<file path="config.mk">
export PLATFORM = sky130hd
export DESIGN_NAME = vector_call_seq
export DESIGN_NICKNAME = d
export VERILOG_FILES = /design/src/rtl/vseq_pkg.sv /design/src/rtl/vseq_pulse_ctr.sv /design/src/rtl/vseq_lo_byte.sv /design/src/rtl/vseq_bus_mux.sv /design/src/rtl/vector_call_seq.sv
export SDC_FILE = /design/constraint.sdc
export NUM_CORES = 1
export LEC_CHECK = 0
export ABC_CLOCK_PERIOD_IN_PS = 1800
export BUFFER_PORTS_ARGS = -buffer_cell sky130_fd_sc_hd__buf_2
export CAP_MARGIN = 0
export CORE_AREA = 2 2 39 41
export DETAILED_ROUTE_END_ITERATION = 8
export DIE_AREA = 0 0 41 43
export PLACE_DENSITY = 0.69
export SETUP_SLACK_MARGIN = 0.2
export SYNTH_ARGS = -nofsm -noshare
export SYNTH_HDL_FRONTEND = slang
export SYNTH_SLANG_ARGS = --single-unit
</file>
<file path="constraint.sdc">
create_clock -name clk -period 1.8 [get_ports clk]
set_input_delay 0.36 -clock clk [delete_from_list [all_inputs] [get_ports clk]]
set_output_delay 0.36 -clock clk [all_outputs]
set_load 0.01 [all_outputs]
</file>
<file path="src/rtl/vseq_pkg.sv">
package vseq_pkg;

   typedef enum logic [1:0] {
      SLOT_OPC = 2'd0,
      SLOT_LO  = 2'd1,
      SLOT_HI  = 2'd2
   } slot_e;

   function automatic slot_e slot_after(input slot_e s);
      case (s)
         SLOT_OPC: slot_after = SLOT_LO;
         SLOT_LO:  slot_after = SLOT_HI;
         default:  slot_after = SLOT_OPC;
      endcase
   endfunction

endpackage

</file>
<file path="src/rtl/vseq_pulse_ctr.sv">
module vseq_pulse_ctr
   import vseq_pkg::*;
#(
   parameter int IDX_W = 3
) (
   input  logic             clk,
   input  logic             rst_n,
   input  logic             ack,
   input  logic [IDX_W-1:0] idx_in,
   output slot_e            slot,
   output logic [IDX_W-1:0] idx_q,
   output logic             done
);

   logic ack_q;
   logic rise;
   logic fall;

   assign rise = ack & ~ack_q;
   assign fall = ~ack & ack_q;

   always_ff @(posedge clk) begin
      if (!rst_n) begin
         ack_q <= 1'b0;
         slot  <= SLOT_OPC;
         idx_q <= '0;
         done  <= 1'b0;
      end else begin
         ack_q <= ack;
         done  <= fall && (slot == SLOT_HI);
         if (fall) begin
            slot <= slot_after(slot);
         end
         if (rise && (slot == SLOT_OPC)) begin
            idx_q <= idx_in;
         end
      end
   end

endmodule

</file>
<file path="src/rtl/vseq_lo_byte.sv">
module vseq_lo_byte #(
   parameter int BYTE_W = 8,
   parameter int IDX_W  = 3
) (
   input  logic [BYTE_W-1:0] prog,
   input  logic [IDX_W-1:0]  idx,
   input  logic              spacing8,
   output logic [BYTE_W-1:0] lo_byte
);

   localparam int SH4 = 2;
   localparam int SH8 = 3;
   localparam int TOP4 = IDX_W + SH4;
   localparam int TOP8 = IDX_W + SH8;

   logic [BYTE_W-1:0] v4;
   logic [BYTE_W-1:0] v8;

   for (genvar b = 0; b < BYTE_W; b++) begin : g_bit
      if (b >= TOP4) begin : g_p4
         assign v4[b] = prog[b];
      end else if (b >= SH4) begin : g_i4
         assign v4[b] = idx[b-SH4];
      end else begin : g_z4
         assign v4[b] = 1'b0;
      end
      if (b >= TOP8) begin : g_p8
         assign v8[b] = prog[b];
      end else if (b >= SH8) begin : g_i8
         assign v8[b] = idx[b-SH8];
      end else begin : g_z8
         assign v8[b] = 1'b0;
      end
   end

   assign lo_byte = spacing8 ? v8 : v4;

endmodule

</file>
<file path="src/rtl/vseq_bus_mux.sv">
module vseq_bus_mux
   import vseq_pkg::*;
#(
   parameter int          BYTE_W = 8,
   parameter logic [7:0]  OPCODE = 8'hCD
) (
   input  logic              ack,
   input  slot_e             slot,
   input  logic [BYTE_W-1:0] lo_byte,
   input  logic [BYTE_W-1:0] hi_byte,
   output logic [BYTE_W-1:0] data,
   output logic              oe
);

   logic [BYTE_W-1:0] sel;

   always_comb begin
      case (slot)
         SLOT_OPC: sel = BYTE_W'(OPCODE);
         SLOT_LO:  sel = lo_byte;
         default:  sel = hi_byte;
      endcase
   end

   assign data = ack ? sel : '0;
   assign oe   = ack;

endmodule

</file>
<file path="src/rtl/vector_call_seq.sv">
module vector_call_seq
   import vseq_pkg::*;
#(
   parameter int          BYTE_W = 8,
   parameter int          IDX_W  = 3,
   parameter logic [7:0]  OPCODE = 8'hCD
) (
   input  logic              clk,
   input  logic              rst_n,
   input  logic              ack,
   input  logic [IDX_W-1:0]  req_idx,
   input  logic [BYTE_W-1:0] vec_lo_prog,
   input  logic [BYTE_W-1:0] vec_hi,
   input  logic              spacing8,
   output logic [BYTE_W-1:0] bus_data,
   output logic              bus_oe,
   output logic              seq_done
);

   localparam int MIN_BYTE_W = IDX_W + 4;

   if (IDX_W < 1) begin : g_bad_idx
      $error("vector_call_seq: IDX_W must be at least 1");
   end
   if (BYTE_W < MIN_BYTE_W) begin : g_bad_byte
      $error("vector_call_seq: BYTE_W too small for index field and programmed bit");
   end

   slot_e             slot;
   logic [IDX_W-1:0]  idx_q;
   logic [BYTE_W-1:0] lo_byte;

   vseq_pulse_ctr #(.IDX_W(IDX_W)) u_ctr (
      .clk    (clk),
      .rst_n  (rst_n),
      .ack    (ack),
      .idx_in (req_idx),
      .slot   (slot),
      .idx_q  (idx_q),
      .done   (seq_done)
   );

   vseq_lo_byte #(.BYTE_W(BYTE_W), .IDX_W(IDX_W)) u_lo (
      .prog     (vec_lo_prog),
      .idx      (idx_q),
      .spacing8 (spacing8),
      .lo_byte  (lo_byte)
   );

   vseq_bus_mux #(.BYTE_W(BYTE_W), .OPCODE(OPCODE)) u_mux (
      .ack     (ack),
      .slot    (slot),
      .lo_byte (lo_byte),
      .hi_byte (vec_hi),
      .data    (bus_data),
      .oe      (bus_oe)
   );

endmodule

</file>
Yosys cells after proc, flatten, opt, wreduce, memory -nomap -nowiden --
Cells that the tools add are included. Widths: inputs -> output; s select.
Storage, ports and cells: bits in registers 7, latch bits 0, memory bits (writable) 0, bits in read-only memories 0, word-level logic and storage cells 17, memories 0
Cells by class: add/sub/neg operators 0, multiply operators 0, div/mod/pow operators 0, order comparisons 0, equal/unequal tests 2, shift operators 0, muxes and demuxes 4, bitwise gates (word level) 4, reductions and logical operators 3
Operators with widths (count):
- $pmux 8 s2 | 1
- $mux 8 | 1
- $mux 6 | 1
- $pmux 2 s2 | 1
- $and 1x1->1 | 2
- $eq 2x1->1 const B | 1
- $eq 2x2->1 const B | 1
- $logic_and 1x1->1 | 2
- $logic_not 2->1 | 1
- $not 1->1 | 2

Longest topological paths before layout --
depth in word-level cells 3, gate-level depth with buffers 4

Hierarchy --
From an unflattened synthesis, not the netlist that was laid out.
Second synthesis, totals: cell total of the unflattened synthesis 51, area, all modules 489.2 um^2
By module, submodules not included:
- vseq_pulse_ctr | times used 1, cells each 28, area each 272.8 um^2, sequential area each 140.1 um^2
- vseq_bus_mux | times used 1, cells each 14, area each 140.1 um^2, sequential area each 0.0 um^2
- vseq_lo_byte | times used 1, cells each 9, area each 76.3 um^2, sequential area each 0.0 um^2

Worst setup path before layout --
Ideal clock, no wire load.
path kind reg2out, start point register u_ctr.slot[1], end point output port bus_data[4], data arrival time 0.987 ns, data required time 1.440 ns, path slack 0.453 ns, stages on the path, launching flop included 5, buffers on the path 1, cell sequence dfxtp_1 > buf_6 > and2b_1 > nand2_1 > o21ai_0
Between the ends: word-level cells in the longest chain between the ends 3, elaborated cells on any way between the ends 4
Ends and longest elaborated chain:
- start, declared | line vseq_pulse_ctr.sv:10 | output slot_e slot,
- start signal, assigned | line vseq_pulse_ctr.sv:32 | slot <= slot_after(slot);
- $eq 2x1->1 / $logic_not 2->1 (equally long branches) | line vseq_bus_mux.sv:18 | case (slot)
- $pmux 8 s2 * | line vseq_bus_mux.sv:18
- $mux 8 * | line vseq_bus_mux.sv:25 | assign data = ack ? sel : '0;
- end, declared | line vector_call_seq.sv:15 | output logic [BYTE_W-1:0] bus_data,
Mark *: on every way between the ends. The rest lies on a longest branch, timed or not.

Worst setup path after layout --
start point register u_ctr.slot[1], end point output port bus_data[5]
The elaborated chain is that of the path after synthesis.

==> flow_metrics.py <==
metrics = {
    "synth": {
        "ys_seq_area_share_pct": 32.75,
        "ys_types": 18,
        "synth-seq-cells": 7,
        "netlist.area_leader.share_pct": 32.75,
        "synth_area_sq_um": 427.9,
        "synth_edf_count": 0,
        "synthTopCellsByCount": "7 x dfxtp_1, 7 x o21ai_0, 6 x nand3_1, 5 x mux2i_1, 4 x nand2_1",
        "synth_warnings": 0,
        "syn-num-nets": 74,
        "synth.avg_cell_area_sq_um": 8.390,
        "synth.area.top_cells": "dfxtp_1 33%, mux2i_1 12%, o21ai_0 8.2%, nand3_1 7.0%, nor4b_4 5.6%",
        "postSynthCellCount": 51,
        "synthArstFlopShare_pct": 0,
        "synth_area_leader_cell": "dfxtp_1",
        "synth_ff_type": "dfxtp_1",
    },
    "place": {
        "place_congestion": 0.5916,
        "port-buffer-count": 27,
        "post-place-ws_ps": 342.3,
        "dp_hpwl_microns": 754.4,
        "dp.cells": 90,
        "place_area_sq_um": 556.8,
    },
    "critical_path": {
        "slowest_stage": "dfxtp_4",
        "r2r_end": "u_ctr.idx_q[2]",
        "reg2reg_from": "u_ctr.slot[1]",
        "crit_chain": "and2b_1 -> nand2_1 -> o21ai_1 -> buf_2",
        "cp_data_arrival_time_ps": 1190,
        "r2r_setup_slack_ps": 660,
        "r2r_cells": 3,
        "endpoint_kind": "primary output",
        "critical_path_class": "flip-flop to primary output",
        "critPathRequiredTime_ps": 1440,
        "crit_fanout": 6,
        "startpoint_type": "flip-flop",
        "crit_buf_inv": 1,
        "crit_family": "flip-flops",
        "slowest_delay_ps": 350,
    },
    "route": {
        "via_count": 464,
        "avgViaCountPerCell": 4.833,
        "post_drt_wl_per_cell_microns": 10.41,
        "ant_nets": 0,
        "wl_microns": 999,
        "drc": 0,
        "dr.first_iter.drc_count": 4,
        "dr.pass1.iters": 4,
    },
    "finish": {
        "diodes": 0,
        "final_cells": 96,
        "fillers": 151,
        "stdcell_area_sq_um": 600.6,
        "syn_to_final_growth_pct": 40.35,
        "fin_nets": 104,
        "drive_above_1_share_pct": 46.25,
    },
    "floorplanning": {
        "core_area_sq_um": 1384,
        "die_y_microns": 43,
        "io_pins": 33,
        "start_util_pct": 30.92,
        "die_w_microns": 41,
        "rows": 14,
        "die_area_sq_um": 1763,
    },
    "flow_run": {
        "maxCapViolCount": 0,
    },
    "grt": {
        "grt_pass1_wl_mm": 1.317,
        "grtUsageTotal_pct": 11.75,
        "grt_max_degree": 14,
        "antenna_found_initial": 0,
        "grt_pass1_vias": 366,
        "overflow": 0,
    },
    "run_status": {
        "status": "completed",
    },
    "timing": {
        "final-hold-violation-count": 0,
        "slew_viol_final": 0,
        "setup-violations-final": 0,
        "clock_skew_ps": 0.1043,
        "worst_slack_ps": 254.9,
        "rsz0062_at_grt": "yes",
        "timing.hold.ws_ps": 334.5,
        "relSlewSlack_pct": 77.19,
        "finalSetupTns_ps": 0,
        "min_period_over_period_pct": 85.84,
        "worst-slew-pin-transition_ps": 340.7,
        "period_needed_ps": 1545,
        "max_freq_mhz": 647.2,
    },
    "clock_network": {
        "cts.reportedPaths.clkPinSlew_ps": 50,
        "cts.sinks": 7,
        "cts_hold_buf": 0,
        "htree_levels": 1,
        "clockRootBuffer": "clkbuf_4",
        "insertion_delay_ps": 240,
        "cts_tree": "built",
        "cts_made_buffers": 3,
        "cts.path.max_buffers": 2,
    },
    "min_path": {
        "min_from": "req_idx[0]",
        "hold_end": "u_ctr.idx_q[0]",
        "hold_depth": 3,
        "min_path_type": "input pin to flip-flop",
    },
    "power": {
        "p_leak_nw": 0.2920,
        "vdd_drop_max_mv": 0.1891,
        "power_density_nw_per_um2": 631.9,
    },
}
## worst min-delay path, cell delays in order
cell	delay (ps)
buf_2	70
nand3_1	50
o21ai_0	60
## layout by cell type, fill, tap and decap left out
cell type / n
a21oi_1: 3
nor2b_1: 2
o21ai_1: 2
o221a_2: 2
clkbuf_1: 1
and2_1: 2
nor2_1: 2
dfxtp_2: 1
and3_1: 1
nor4b_4: 1
mux2i_1: 5
buf_2: 27
clkbuf_2: 1
dfxtp_1: 5
o21ai_0: 5
nand3_1: 6
dfxtp_4: 1
nand2_1: 4
buf_4: 1
and2b_1: 2
inv_1: 1
nand2b_1: 2
clkbuf_4: 3
## sequential cells by signal, summed over array words and instances (netlist names)
signal	cells
u_ctr.done	1
u_ctr.slot	2
u_ctr.idx_q	3
u_ctr.ack_q	1
## power breakdown
group          internal (mW)  leakage [nW]  switching [mW]
registers              0.161        0.0585         0.00705
logic                 0.0391         0.218          0.0356
clock network         0.0842        0.0150          0.0521
total                  0.285         0.292          0.0947
## cell type report
type	instances	area, sq um	share of cell area, %
Inverter	1	3.754	0.6250
Tap cell	16	20.02	3.333
Timing Repair Buffer	29	147.6	24.58
Sequential cell	7	145.1	24.17
Clock buffer	4	26.28	4.375
Multi-Input combinational cell	39	257.7	42.92
## cells by family (layout without fill, tap and decap cells)
family,Yosys count,after routing,share of synthesized area [%]
simple gates,22,22,31.58
mux,5,5,11.70
compound gates,12,12,16.96
flops,7,7,32.75
buf+inv,5,34,7.018
## through the flow
step	total power [mW]	utilization [%]
after floorplan	0.2141	-
after global placement	0.2438	40.24
after detailed placement	0.2461	40.24
after CTS	0.3855	42.50
after global routing	0.4124	43.40
final	0.3795	43.40
## how the worst max path moves through the flow
| stage | from | endpoint | depth (start not counted) |
|---|---|---|---|
| 3_3_place_gp | u_ctr.slot[1] | bus_data[6] | 3 |
| 6_report | u_ctr.slot[1] | bus_data[5] | 4 |
| 3_5_place_dp | u_ctr.slot[1] | bus_data[6] | 3 |
| 5_1_grt | u_ctr.slot[1] | bus_data[5] | 4 |
| 4_1_cts | u_ctr.slot[1] | bus_data[4] | 4 |
| 2_1_floorplan | u_ctr.slot[1] | bus_data[4] | 4 |
## layer usage
layer  vias up  track usage [%]  part of all wire (%)
li1        238                -                     -
met1       202            9.968                    39
met2        22            20.31                    51
met3         2            3.141                   8.9
met4         0            10.00                   1.0
met5         -                0                     0
## timing repair
| action | CTS | global route |
|---|---|---|
| pin swaps | 0 | 1 |
| setup endpoints to repair | 6 | 2 |
| setup buffers | 0 | 2 |
| gates resized for setup | 4 | 1 |
(Power assumes the default switching activity.)
